==> src/rtl/axis_pkt_fifo_pkg.sv <==
package axis_pkt_fifo_pkg;

  typedef enum logic {
    FIFO_STREAM = 1'b0,
    FIFO_PACKET = 1'b1
  } fifo_mode_e;

endpackage

==> src/rtl/axis_pkt_fifo_ptrs.sv <==
module axis_pkt_fifo_ptrs #(
  parameter int DEPTH = 32
) (
  input  logic                       clk_i,
  input  logic                       rst_ni,
  input  logic                       push_i,
  input  logic                       pop_i,
  output logic [$clog2(DEPTH)-1:0]   wr_addr_o,
  output logic [$clog2(DEPTH)-1:0]   rd_addr_o,
  output logic [$clog2(DEPTH):0]     level_o,
  output logic                       full_o,
  output logic                       empty_o
);
  localparam int AW = $clog2(DEPTH);

  // one extra wrap bit separates full from empty
  logic [AW:0] wr_ptr_q, rd_ptr_q;

  always_ff @(posedge clk_i or negedge rst_ni) begin
    if (!rst_ni) begin
      wr_ptr_q <= '0;
      rd_ptr_q <= '0;
    end else begin
      if (push_i) wr_ptr_q <= wr_ptr_q + (AW+1)'(1);
      if (pop_i)  rd_ptr_q <= rd_ptr_q + (AW+1)'(1);
    end
  end

  assign wr_addr_o = wr_ptr_q[AW-1:0];
  assign rd_addr_o = rd_ptr_q[AW-1:0];
  assign level_o   = wr_ptr_q - rd_ptr_q;
  assign empty_o   = (wr_ptr_q == rd_ptr_q);
  assign full_o    = (wr_ptr_q[AW] != rd_ptr_q[AW]) &&
                     (wr_ptr_q[AW-1:0] == rd_ptr_q[AW-1:0]);

endmodule

==> src/rtl/axis_pkt_fifo_ram.sv <==
module axis_pkt_fifo_ram #(
  parameter int W     = 19,
  parameter int DEPTH = 32
) (
  input  logic                     clk_i,
  input  logic                     we_i,
  input  logic [$clog2(DEPTH)-1:0] waddr_i,
  input  logic [W-1:0]             wdata_i,
  input  logic [$clog2(DEPTH)-1:0] raddr_i,
  output logic [W-1:0]             rdata_o
);
  logic [W-1:0] mem_q [DEPTH];

  always_ff @(posedge clk_i) begin
    if (we_i) mem_q[waddr_i] <= wdata_i;
  end

  // fall-through read: head entry visible without a pop cycle
  assign rdata_o = mem_q[raddr_i];

endmodule

==> src/rtl/axis_pkt_fifo_gate.sv <==
module axis_pkt_fifo_gate
  import axis_pkt_fifo_pkg::*;
#(
  parameter int         DEPTH = 32,
  parameter fifo_mode_e MODE  = FIFO_PACKET
) (
  input  logic                       clk_i,
  input  logic                       rst_ni,
  input  logic                       last_in_i,
  input  logic                       last_out_i,
  input  logic                       full_i,
  output logic [$clog2(DEPTH+1)-1:0] pkt_cnt_o,
  output logic                       release_o,
  output logic                       oversize_o
);
  localparam int CW = $clog2(DEPTH+1);

  logic [CW-1:0] cnt_q;

  always_ff @(posedge clk_i or negedge rst_ni) begin
    if (!rst_ni) begin
      cnt_q <= '0;
    end else if (last_in_i && !last_out_i) begin
      cnt_q <= cnt_q + CW'(1);
    end else if (!last_in_i && last_out_i) begin
      cnt_q <= cnt_q - CW'(1);
    end
  end

  assign pkt_cnt_o = cnt_q;

  if (MODE == FIFO_PACKET) begin : g_packet
    assign release_o  = (cnt_q != '0);
    assign oversize_o = full_i && (cnt_q == '0);
  end else begin : g_stream
    logic unused_full;
    assign unused_full = full_i;
    assign release_o   = 1'b1;
    assign oversize_o  = 1'b0;
  end

endmodule

==> src/rtl/axis_pkt_fifo.sv <==
module axis_pkt_fifo
  import axis_pkt_fifo_pkg::*;
#(
  parameter int         DATA_W = 16,
  parameter int         USER_W = 2,
  parameter int         DEPTH  = 32,
  parameter fifo_mode_e MODE   = FIFO_PACKET
) (
  input  logic                     clk_i,
  input  logic                     rst_ni,
  input  logic [DATA_W-1:0]        s_tdata_i,
  input  logic [USER_W-1:0]        s_tuser_i,
  input  logic                     s_tlast_i,
  input  logic                     s_tvalid_i,
  output logic                     s_tready_o,
  output logic [DATA_W-1:0]        m_tdata_o,
  output logic [USER_W-1:0]        m_tuser_o,
  output logic                     m_tlast_o,
  output logic                     m_tvalid_o,
  input  logic                     m_tready_i,
  output logic [$clog2(DEPTH):0]   level_o,
  output logic                     full_o,
  output logic                     empty_o,
  output logic                     oversize_o
);
  localparam int AW = $clog2(DEPTH);
  localparam int EW = USER_W + 1 + DATA_W;
  localparam int CW = $clog2(DEPTH+1);

  if (DEPTH < 2 || DEPTH != (1 << AW)) begin : g_bad_depth
    $error("axis_pkt_fifo: DEPTH must be a power of two of at least 2");
  end

  logic          push, pop, pkt_release;
  logic [AW-1:0] wr_addr, rd_addr;
  logic [EW-1:0] wr_entry, rd_entry;
  logic [CW-1:0] pkt_cnt;

  assign s_tready_o = !full_o;
  assign push       = s_tvalid_i && !full_o;
  assign m_tvalid_o = !empty_o && pkt_release;
  assign pop        = m_tvalid_o && m_tready_i;

  assign wr_entry = {s_tuser_i, s_tlast_i, s_tdata_i};
  assign {m_tuser_o, m_tlast_o, m_tdata_o} = rd_entry;

  axis_pkt_fifo_ptrs #(.DEPTH(DEPTH)) u_ptrs (
    .clk_i     (clk_i),
    .rst_ni    (rst_ni),
    .push_i    (push),
    .pop_i     (pop),
    .wr_addr_o (wr_addr),
    .rd_addr_o (rd_addr),
    .level_o   (level_o),
    .full_o    (full_o),
    .empty_o   (empty_o)
  );

  axis_pkt_fifo_ram #(.W(EW), .DEPTH(DEPTH)) u_ram (
    .clk_i   (clk_i),
    .we_i    (push),
    .waddr_i (wr_addr),
    .wdata_i (wr_entry),
    .raddr_i (rd_addr),
    .rdata_o (rd_entry)
  );

  axis_pkt_fifo_gate #(.DEPTH(DEPTH), .MODE(MODE)) u_gate (
    .clk_i      (clk_i),
    .rst_ni     (rst_ni),
    .last_in_i  (push && s_tlast_i),
    .last_out_i (pop && m_tlast_o),
    .full_i     (full_o),
    .pkt_cnt_o  (pkt_cnt),
    .release_o  (pkt_release),
    .oversize_o (oversize_o)
  );

endmodule

==> config.mk <==
export PLATFORM = sky130hd
export DESIGN_NAME = axis_pkt_fifo
export DESIGN_NICKNAME = d
export VERILOG_FILES = /design/src/rtl/axis_pkt_fifo_pkg.sv /design/src/rtl/axis_pkt_fifo_ptrs.sv /design/src/rtl/axis_pkt_fifo_ram.sv /design/src/rtl/axis_pkt_fifo_gate.sv /design/src/rtl/axis_pkt_fifo.sv
export SDC_FILE = /design/constraint.sdc
export NUM_CORES = 1
export LEC_CHECK = 0
export BUFFER_PORTS_ARGS = -buffer_cell sky130_fd_sc_hd__buf_4
export CAP_MARGIN = 5
export CORE_ASPECT_RATIO = 1.25
export CORE_MARGIN = 1.5
export CORE_UTILIZATION = 40
export CTS_BUF_LIST = sky130_fd_sc_hd__clkbuf_16
export CTS_CLUSTER_DIAMETER = 30
export CTS_CLUSTER_SIZE = 24
export DETAILED_ROUTE_END_ITERATION = 16
export SLEW_MARGIN = 30
export SYNTH_ARGS = -nofsm -noshare
export SYNTH_HDL_FRONTEND = slang
export SYNTH_SLANG_ARGS = --single-unit
==> constraint.sdc <==
create_clock -name clk_i -period 6.3 [get_ports clk_i]
set_input_delay 0.945 -clock clk_i [delete_from_list [all_inputs] [get_ports clk_i]]
set_output_delay 0.945 -clock clk_i [all_outputs]
set_load 0.1 [all_outputs]
==> run metrics <==
io pins=53; reg2reg path depth=14; max_slew headroom=34.5%; Routed WL=56000 µm; global route overflow=0; most frequent cells in the layout=edfxtp_1, mux2i_1, clkbuf_16, buf_4, mux4_2; Routed Antenna Nets=0; measured slew at the worst slew-check pin=about 0.98 ns; Global Route Usage Sum=18.1%; Final #Nets=1448; kind of start point of the critical path=flip-flop; pwr dens=547 nW/µm²; vias post-DR=between 10000 and 15000; setup TNS=0 ns; clock root cell=clkbuf_16; Crit Path Max Fanout=22; leakage power=about 10 nW; worst hold path type=primary input to async pin; max frequency=0.208 GHz; routed len/inst=24.1 µm; Worst Setup End Kind=output pin; vias in the first global route=12800; VDD IR-drop max=around 0.6 mV; Core Util, Final=slightly below 50%; GR Util met2=30.4%; hold buffer count at cts=0; placed cell area=26300 µm²; Post-DP HPWL=approximately 33000 µm; Die H=281 µm; Clock Latency Late Sink=0.64 ns; Core ar.=61000 µm²; Place WS=around 2.1 ns; Final setup viols=0; CTS resizes=0; sequential share of the synthesized area=75.5%; RSZ-0062 raised after global routing=no; commonest non-fill, non-tap cell in the layout=edfxtp_1; area grow syn2layout=20.4%; DRT Pass-1 Iters=5; distinct cell type count after synthesis=between 40 and 50; outcome=finished clean; postcts setup bufs=0; pin count of the biggest net entering global routing=between 70 and 80; # rows=101; Fill cells=4943; Die X=about 230 µm; crit path DAT=3.86 ns; Max-Cap Viols=0; Worst R2R Setup Slack=2.11 ns; Mapped Avg Cell Area=19.5 µm²; fin crit share=between 70% and 80%; GRT busiest layer=met2; clock sinks=between 600 and 700; Synth Flop Type=edfxtp_1; DR iter-0 viols=890; post-layout min period=slightly below 5 ns; CTS Buffer Depth=3; Num CTS Buffers=102; vias per cell=5.34; final setup skew=0.0222 ns; met3 GRT Util=3.37%; Post-synth EDFFs=608; first-pass GRT wire length=83400 µm; max-slew violation count=0; Synth Instances=1273; layout cells sized above 1=26.1%; Final Hold Violating Endpoints=0; Syn. warnings=0; final instance area=29800 µm²; # DRC=0; critical path class=flip-flop to output pin; Starting Density=40.6%; Port Buf Inserts=52; CTS tree=yes; Post-Syn Nets=between 1000 and 1500; Async SR Flop Fraction=2.88%; PnR worst setup slack=1.50 ns; die area=63400 µm²; initial antenna violation count=0; Worst-path clk slew=0.04 ns; final antenna diode count=0; M1 GR Usage=23.6%; Worst EP required=5.35 ns; RD Place Congestion=0.785; Max H-tree Level=3; Yosys reg bits=626; area of the mapped netlist=24800 µm²
metal layers:
layer  wire length [µm]  part of all wire, %
met1              23600                   42
met2              28200                   50
met3               2930                  5.2
met4               1280                  2.3
met5                  0                    0
worst paths after layout:
path | start | endpoint
max | u_ptrs.rd_ptr_q[2] | m_tuser_o[1]
min | rst_ni | u_gate.pkt_cnt_o[0]
max reg2reg | u_ptrs.rd_ptr_q[0] | u_gate.pkt_cnt_o[5]
min reg2reg | u_gate.pkt_cnt_o[5] | u_gate.pkt_cnt_o[5]
max in group asynchronous | rst_ni | u_ptrs.rd_ptr_q[1]
min in group clk_i | u_gate.pkt_cnt_o[5] | u_gate.pkt_cnt_o[5]
sequential cells by signal (all words and copies together) (netlist names):
name              count
u_ptrs.rd_ptr_q       6
u_ram.mem_q         608
u_gate.pkt_cnt_o      6
u_ptrs.wr_ptr_q       6
through the flow:
step                std cells  hold WS, ns  power (mW)
floorplan                1273        0.435        9.35
global placement         2128        0.455        10.7
detailed placement       2128        0.461        10.8
CTS                      2319        0.184        16.4
global route             2319        0.199        16.9
finish                   2319        0.201        16.3
report_power, final:
group	switching [mW]	internal, mW
Clock	1.95	3.69
Sequential	0.248	4.88
Combinational	3.82	1.72
critical path, stage by stage, from the launching register on:
cell	delay (ns)
dfrtp_1	0.73
nor2b_4	0.84
buf_4	0.36
a22oi_1	0.14
and3_1	0.24
a31oi_1	0.36
o221ai_1	0.26
buf_4	0.29
cells by family after synthesis:
group	count (synthesis)	synth area share [%]
XOR/XNOR	16	0.596
adder cells (fa/ha/maj)	17	0.919
AND/OR/NAND/NOR	133	2.65
buffers and inverters	80	1.90
AO/OA/AOI/OAI	133	3.73
multiplexers	268	14.7
flip-flops	626	75.5
cells in the mapped netlist (2+ instances only):
cell type / number / share of area, %
a21oi_1: 23 / 0.46
a22oi_1: 57 / 1.7
a31oi_1: 19 / 0.48
and2_1: 2 / 0.051
and3_1: 19 / 0.48
buf_1: 2 / 0.030
buf_2: 23 / 0.46
buf_4: 14 / 0.42
buf_6: 12 / 0.55
clkbuf_1: 14 / 0.21
dfrtp_1: 18 / 1.8
edfxtp_1: 608 / 74
fa_1: 2 / 0.16
ha_1: 15 / 0.76
inv_1: 14 / 0.21
mux2i_1: 191 / 7.7
mux4_2: 76 / 6.9
nand2_1: 40 / 0.61
nand3_1: 7 / 0.14
nand3b_1: 2 / 0.061
nand4_1: 3 / 0.076
nor2_1: 40 / 0.61
nor2b_1: 4 / 0.10
nor3_1: 2 / 0.040
nor4_1: 3 / 0.076
o21ai_0: 9 / 0.18
o221ai_1: 18 / 0.64
or3b_2: 2 / 0.071
xnor2_1: 11 / 0.39
xor2_1: 4 / 0.14
cell type report:
cell class                 count  area [µm²]  area share, %
tap                          824        1030           3.46
timing repair buffer          96         749           2.51
multi-input combinational    567        5710           19.2
inverter                      15        56.3          0.189
clock inverter                88         981           3.29
sequential                   626       18700           62.8
clock buffer                 103        2580           8.64
Power figures use the tool's default switching activity.
